===== src/rtl/bsg_pkg.sv =====
package bsg_pkg;
  typedef enum logic {BT_SEQ = 1'b0, BT_INTLV = 1'b1} burst_type_e;
  typedef enum logic [2:0] {
    LC_1 = 3'd0, LC_2 = 3'd1, LC_4 = 3'd2, LC_8 = 3'd3, LC_FULL = 3'd7
  } len_code_e;
  localparam int LEN_W = 3;
endpackage


===== src/rtl/bsg_mode_dec.sv =====
module bsg_mode_dec
  import bsg_pkg::*;
#(
  parameter int COL_W = 8
) (
  input  logic [LEN_W-1:0] len_code,
  input  logic             intlv,
  output logic [COL_W-1:0] mask,
  output logic             full,
  output logic             err
);
  localparam logic [COL_W-1:0] ONE = COL_W'(1);

  always_comb begin
    mask = '0;
    full = 1'b0;
    err  = 1'b0;
    case (len_code)
      LC_1, LC_2, LC_4, LC_8: mask = (ONE << len_code[1:0]) - ONE;
      LC_FULL: begin
        if (intlv) err = 1'b1;
        else begin
          mask = '1;
          full = 1'b1;
        end
      end
      default: err = 1'b1;
    endcase
  end
endmodule


===== src/rtl/bsg_beat_ctl.sv =====
module bsg_beat_ctl #(
  parameter int COL_W = 8
) (
  input  logic             clk,
  input  logic             rst_n,
  input  logic             start,
  input  logic             stop,
  input  logic [COL_W-1:0] start_col,
  input  logic [COL_W-1:0] mask_in,
  input  logic             full_in,
  input  logic             err_in,
  input  logic             intlv_in,
  output logic             active,
  output logic [COL_W-1:0] beat,
  output logic [COL_W-1:0] base,
  output logic [COL_W-1:0] mask,
  output logic             full,
  output logic             intlv,
  output logic             err,
  output logic             last
);
  logic end_now;

  assign last    = active && !full && (beat == mask);
  assign end_now = active && (stop || last);

  always_ff @(posedge clk) begin
    if (!rst_n) begin
      active <= 1'b0;
      beat   <= '0;
      base   <= '0;
      mask   <= '0;
      full   <= 1'b0;
      intlv  <= 1'b0;
      err    <= 1'b0;
    end else if (start) begin
      active <= 1'b1;
      beat   <= '0;
      base   <= start_col;
      mask   <= mask_in;
      full   <= full_in;
      intlv  <= intlv_in;
      err    <= err_in;
    end else if (end_now) begin
      active <= 1'b0;
    end else if (active) begin
      beat <= beat + COL_W'(1);
    end
  end

  // a burst that shows its last beat closes on the next edge unless restarted
  a_r6_last_closes: assert property (@(posedge clk) disable iff (!rst_n)
    last && !start |=> !active);
  // stop without start ends the burst
  a_r8_stop_ends: assert property (@(posedge clk) disable iff (!rst_n)
    active && stop && !start |=> !active);
  // every start restarts the beat count
  a_r9_restart_zero: assert property (@(posedge clk) disable iff (!rst_n)
    start |=> active && beat == '0);
  // full page never flags a last beat
  a_r7_full_no_last: assert property (@(posedge clk) disable iff (!rst_n)
    full |-> !last);
endmodule


===== src/rtl/bsg_col_map.sv =====
module bsg_col_map #(
  parameter int COL_W = 8
) (
  input  logic [COL_W-1:0] base,
  input  logic [COL_W-1:0] beat,
  input  logic [COL_W-1:0] mask,
  input  logic             intlv,
  output logic [COL_W-1:0] col
);
  function automatic logic [COL_W-1:0] seq_col(
    input logic [COL_W-1:0] b, input logic [COL_W-1:0] k, input logic [COL_W-1:0] m);
    return (b & ~m) | ((b + k) & m);
  endfunction

  function automatic logic [COL_W-1:0] il_col(
    input logic [COL_W-1:0] b, input logic [COL_W-1:0] k, input logic [COL_W-1:0] m);
    return (b & ~m) | ((b ^ k) & m);
  endfunction

  assign col = intlv ? il_col(base, beat, mask) : seq_col(base, beat, mask);
endmodule


===== src/rtl/sdram_burst_colgen.sv =====
module sdram_burst_colgen
  import bsg_pkg::*;
#(
  parameter int COL_W = 8
) (
  input  logic             clk,
  input  logic             rst_n,
  input  logic             start,
  input  logic [COL_W-1:0] start_col,
  input  logic [LEN_W-1:0] len_code,
  input  logic             burst_type,
  input  logic             stop,
  output logic [COL_W-1:0] col,
  output logic             col_valid,
  output logic             last_beat,
  output logic             mode_err
);
  logic [COL_W-1:0] dec_mask, beat_q, base_q, mask_q;
  logic             dec_full, dec_err, active_q, full_q, intlv_q, err_q, last_w;

  bsg_mode_dec #(.COL_W(COL_W)) u_dec (
    .len_code (len_code),
    .intlv    (burst_type),
    .mask     (dec_mask),
    .full     (dec_full),
    .err      (dec_err)
  );

  bsg_beat_ctl #(.COL_W(COL_W)) u_ctl (
    .clk      (clk),
    .rst_n    (rst_n),
    .start    (start),
    .stop     (stop),
    .start_col(start_col),
    .mask_in  (dec_mask),
    .full_in  (dec_full),
    .err_in   (dec_err),
    .intlv_in (burst_type),
    .active   (active_q),
    .beat     (beat_q),
    .base     (base_q),
    .mask     (mask_q),
    .full     (full_q),
    .intlv    (intlv_q),
    .err      (err_q),
    .last     (last_w)
  );

  bsg_col_map #(.COL_W(COL_W)) u_map (
    .base (base_q),
    .beat (beat_q),
    .mask (mask_q),
    .intlv(intlv_q),
    .col  (col)
  );

  assign col_valid = active_q;
  assign last_beat = last_w;
  assign mode_err  = err_q;

  // first beat shows the sampled start column
  a_r2_first_beat: assert property (@(posedge clk) disable iff (!rst_n)
    start |=> col_valid && col == $past(start_col));
  // every beat stays in the aligned block of the start column
  a_r3_in_block: assert property (@(posedge clk) disable iff (!rst_n)
    col_valid |-> ((col & ~mask_q) == (base_q & ~mask_q)));
  // start wins over a coincident stop
  a_r10_start_wins: assert property (@(posedge clk) disable iff (!rst_n)
    start && stop |=> col_valid);
  // unsupported code gives a one-beat burst with the error flag
  a_r11_err_single: assert property (@(posedge clk) disable iff (!rst_n)
    start && dec_err |=> last_beat && mode_err);
endmodule


===== config.mk =====
export PLATFORM = sky130hd
export DESIGN_NAME = sdram_burst_colgen
export DESIGN_NICKNAME = d
export VERILOG_FILES = /design/src/rtl/bsg_pkg.sv /design/src/rtl/bsg_mode_dec.sv /design/src/rtl/bsg_beat_ctl.sv /design/src/rtl/bsg_col_map.sv /design/src/rtl/sdram_burst_colgen.sv
export SDC_FILE = /design/constraint.sdc
export NUM_CORES = 1
export LEC_CHECK = 0
export CORE_MARGIN = 10
export CORE_UTILIZATION = 60
export CTS_CLUSTER_DIAMETER = 200
export DETAILED_ROUTE_END_ITERATION = 7
export DONT_BUFFER_PORTS = 1
export PLACE_DENSITY = 0.76
export SYNTH_ARGS = -nofsm -noshare
export SYNTH_HDL_FRONTEND = slang
export SYNTH_SLANG_ARGS = --single-unit

===== constraint.sdc =====
create_clock -name clk -period 4.4 [get_ports clk]
set_clock_uncertainty 0.15 [all_clocks]
set_input_delay 0.22 -clock clk [delete_from_list [all_inputs] [get_ports clk]]
set_output_delay 0.22 -clock clk [all_outputs]
set_load 0.03 [all_outputs]

After elaboration in Yosys (flattened, before gate mapping) --
Cells that the tools add are included. W data, S select, Z words.
Cells by class: reduce and logical (&&, ||, !) cells 10, $mul 0, order comparisons 0, div/mod/pow operators 0, add/sub/neg operators 3, bitwise logic cells 9, multiplexer cells 9, shift operators 1, equal/unequal tests 5
Operators with widths (count):
- $and A8 B8 Y8 | 3
- $mux W8 | 2
- $or A8 B8 Y8 | 2
- $pmux W8 S2 | 1
- $add A8 B1 Y8 const B | 1
- $add A8 B8 Y8 | 1
- $eq A8 B8 Y1 | 1
- $not A8 Y8 | 1
- $shl A1 B2 Y8 const A | 1
- $sub A8 B1 Y8 const B | 1
- $xor A8 B8 Y8 | 1
- $eq A3 B2 Y1 const B | 2
- $mux W1 | 5
- $reduce_or A4 Y1 | 1
- $eq A3 B1 Y1 const B | 1
- $eq A3 B3 Y1 const B | 1
- $logic_and A1 B1 Y1 | 3
- $logic_not A3 Y1 | 1
- $not A1 Y1 | 2
- $pmux W1 S2 | 1
- $reduce_and A2 Y1 | 1
- $reduce_bool A2 Y1 | 1
- $reduce_or A2 Y1 | 1
- $logic_not A1 Y1 | 1
- $logic_or A1 B1 Y1 | 1
Storage, ports and cells: latch bits 0, output and inout bits 11, logic and storage cells 44, bits in registers 28, RAM bits 0, memories 0, bits of input ports 16, bits in read-only memories 0

Longest topological paths before layout --
depth in word-level cells 7, depth in mapped cells 8, mapped depth without buffers 8

Hierarchy --
Synthesis repeated with hierarchy kept, for this count alone.
Second synthesis, totals: cells, all modules 201, area total of the unflattened synthesis 1834.3 um^2
By module, submodules not included:
- bsg_beat_ctl | sequential area each 560.5 um^2, cells an instance 126, instances 1, area an instance 1312.5 um^2
- bsg_col_map | sequential area each 0.0 um^2, cells an instance 61, instances 1, area an instance 420.4 um^2
- bsg_mode_dec | sequential area each 0.0 um^2, cells an instance 14, instances 1, area an instance 101.3 um^2

Least setup slack after synthesis --
OpenSTA, ideal clock, no wires.
path type flip-flop to output port, start reg u_ctl.beat[3], end out col[7], path buffers 0, setup slack 1.987 ns, cell stages (with the launch flop) 7, arrival time 2.043 ns, path through dfxtp_1 -> ha_1 -> and3_1 -> a2111oi_2 -> nand2b_1 -> a221oi_1 -> xnor2_1
On the way: word-level cells in the longest chain between the ends 4
RTL lines:
- start, declared | line bsg_beat_ctl.sv:14 | output logic [COL_W-1:0] beat,
- start signal, assigned | line bsg_beat_ctl.sv:47 | beat <= beat + COL_W'(1);
- $add A8 B8 Y8 | line bsg_col_map.sv:12 | return (b & ~m) | ((b + k) & m);
- $and A8 B8 Y8 | line bsg_col_map.sv:12
- $or A8 B8 Y8 | line bsg_col_map.sv:12
- $mux W8 | line bsg_col_map.sv:20 | assign col = intlv ? il_col(base, beat, mask) : seq_col(base, beat, mask);
- end, declared | line sdram_burst_colgen.sv:13 | output logic [COL_W-1:0] col,
No other way between the ends.

Worst setup path after layout --
Ends and elaborated chain as after synthesis.

==> out/results.txt <==
Status = finished clean
Critical Path, Cell by Cell = ha_1 -> and3_1 -> a2111oi_2 -> nand2b_1 -> a221oi_1 -> xnor2_1
Slowest stage delay, CP = 0.48 ns
Core area = 2730 um^2
Synth Register Bits = 27
Data arrival time of the critical path = 2.58 ns
Post-Layout Inst Area = 1860 um^2
Clock Latency Late Sink = 0.33 ns
I/O pins = 27
# hold bufs at CTS = 13
Pre-CTS setup slack = 1.80 ns
Internal = 0.324 mW
Ys Warns = 0
Cell family with most CP delay = compound AO/OA/AOI/OAI gates
CTS H-tree depth = 1
Maximum fanout along the worst path = 7
Hold endpoint = u_ctl.mask[5]
Tightest Pin Transition = 0.965 ns
Static leakage = 0.783 nW
Rows = 19
Total GRT Usage = 0.149
Mapped Area = 1710 um^2
Sink Count = 27
Worst Setup End Kind = output pin
Total Nets Final = 241
Hold Crit Depth = 2
Buffers added on ports = 0
Pins over their slew limit = 0
Seq/Total Area, Yosys = 0.316
Die area = 5380 um^2
Vias in the first global route = 1430
CTS buffer count = 3
Final Hold Fails = 0
Remaining antenna violation count = 0
Maxcap violations = 0
Ant. Diodes = 0
Fin Setup TNS = 0 ns
Fmax = 0.338 GHz
Most common cell after layout, fill and taps aside = dfxtp_1
DRT Wirelength = 3830 um
Combinational power share = 0.178
GPL Wtd Cong = 0.900
Clk pin slew, worst setup/hold paths = 0.15 ns
Syn Area/Cell = 8.34 um^2
Buffer and inverter count on the worst path = 0
Area Overhead vs Synth = 8.93%
Die Ht = 73.4 um
Worst path slowest cell = a2111oi_2
Initial antenna violation count = 0
Initial DRC count = 77
Period utilization = 0.671
Syn_nets = 232
Final setup violation count = 0
Unrepaired setup endpoints after global routing = false
Reg2Reg Depth = 5
Cell Area, Placed = 1710 um^2
Residual DRC = 0
Fin crit period = 2.95 ns
R2r setup slk = 2.41 ns
Drt via density = 5.85
R2r endpoint = u_ctl.beat[6]
DP HPWL = 2910 um
Root Buffer = clkbuf_4
Largest net degree at the start of global routing = 20
Sw Pwr = 0.133 mW
Synth async-reset ratio = 0
Die X = 73.4 um
Part of the power in registers = 0.582
Starting Density = 0.625
Hold path startpoint = len_code[2]
Wire per inst = 15.7 um
Count of cell types in the netlist = 44
Worst hold path type = in -> reg
Global-route wire length before repair = 6620 um
Worst rel slew slack = 0.350
CP Data Required Time = 4.03 ns
Post-route setup slack = 1.45 ns
Crit path kind = reg -> out
DR vias = 1427
Setup bufs post-CTS = 0
Pwr Total = 0.457 mW
PostCTS Resize Cnt = 0
Switch share = 0.292
CTS tree = built
Max clock buf depth = 2
Ys flop type = dfxtp_1
GRT overflow = 0
Worst IR Drop VDD = 0.175 mV
EDFF count, synth = 0
Most frequent cells in the layout = dfxtp_1, nor2b_1, a21oi_1, nor2_1
Post-synthesis cell count = 205
Clock share of power = 0.240
Share of layout cells above drive strength 1 = 0.0329
Worst r2r src = u_ctl.beat[7]
Worst setup SP type = flip-flop
Pwr/cell area = 245 nW/um^2
Router iterations before antenna repair = 4
[flip-flops by register name (all words and copies together) (netlist names)]
register / cells
u_ctl.full: 1
u_ctl.active: 1
u_ctl.mask: 7
u_ctl.err: 1
u_ctl.intlv: 1
u_ctl.base: 8
u_ctl.beat: 8
[cells by family (layout without fill, tap and decap cells)]
kind of cell	Yosys count	in the layout	share of synthesized area
AOI/OAI and AO/OA	51	51	0.193
xor gates and xnor gates	13	13	0.0666
adders and majority gates	11	11	0.0849
buffers and inverters	19	27	0.0468
DFF	27	27	0.316
muxes	11	11	0.0652
and+or+nand+nor	73	73	0.227
[synthesized netlist by cell type (2+ instances only)]
library cell	number	area share
a21boi_0	2	0.0088
a211oi_1	3	0.013
nor2b_1	14	0.051
mux2i_1	10	0.059
clkbuf_1	6	0.013
and2_1	2	0.0073
nand4_1	3	0.011
or3_1	5	0.018
a21oi_1	14	0.041
xor2_1	6	0.031
xnor2_1	7	0.036
ha_1	10	0.073
o21ai_0	13	0.038
nand2b_1	9	0.033
dfxtp_1	27	0.32
nor2_1	14	0.031
nor3_1	2	0.0059
and3_1	4	0.015
a22o_1	3	0.015
nand3_1	3	0.0088
o31ai_1	2	0.0088
inv_1	10	0.022
a31oi_1	3	0.011
nand2_1	13	0.029
[area by class of cell]
| class | instances | area [um^2] |
|---|---|---|
| clock buffer | 4 | 26.3 |
| fill | 235 | 872 |
| inverter | 10 | 37.5 |
| multi-input combinational | 159 | 1090 |
| sequential | 27 | 541 |
| tap | 31 | 38.8 |
| timing repair buffer | 13 | 130 |
[layer usage]
layer  wire length (um)  GRT usage  vias to the layer above
li1                   -          -                      743
met1               1730      0.178                      661
met2               1910      0.263                       19
met3                151     0.0269                        4
met4                 36     0.0455                        0
met5                  0          0                        -
[power by group through the flow]
stage	sequential (mW)	clock [mW]	combinational [mW]
3_5_place_dp	0.272	0	0.0670
2_1_floorplan	0.268	0	0.0668
5_1_grt	0.268	0.121	0.0909
3_3_place_gp	0.271	0	0.0650
6_report	0.266	0.110	0.0813
4_1_cts	0.266	0.110	0.0817
[how the worst max path moves through the flow]
stage / from / to / slack, ns / cells after the start
floorplan: u_ctl.beat[3] / col[7] / 1.99 / 6
global placement: u_ctl.beat[2] / col[7] / 1.84 / 6
detailed placement: u_ctl.beat[3] / col[7] / 1.80 / 6
CTS: u_ctl.beat[3] / col[7] / 1.42 / 6
global route: u_ctl.beat[0] / col[4] / 1.22 / 8
finish: u_ctl.beat[3] / col[7] / 1.45 / 6
[metrics by stage]
stage	hold slack, ns	std cells	util
finish	0.000949	244	0.681
CTS	0.00157	244	0.681
floorplan	0.240	205	-
detailed placement	0.183	227	0.624
global placement	0.183	227	0.624
global route	0.00261	244	0.681
(Power assumes the default switching activity.)
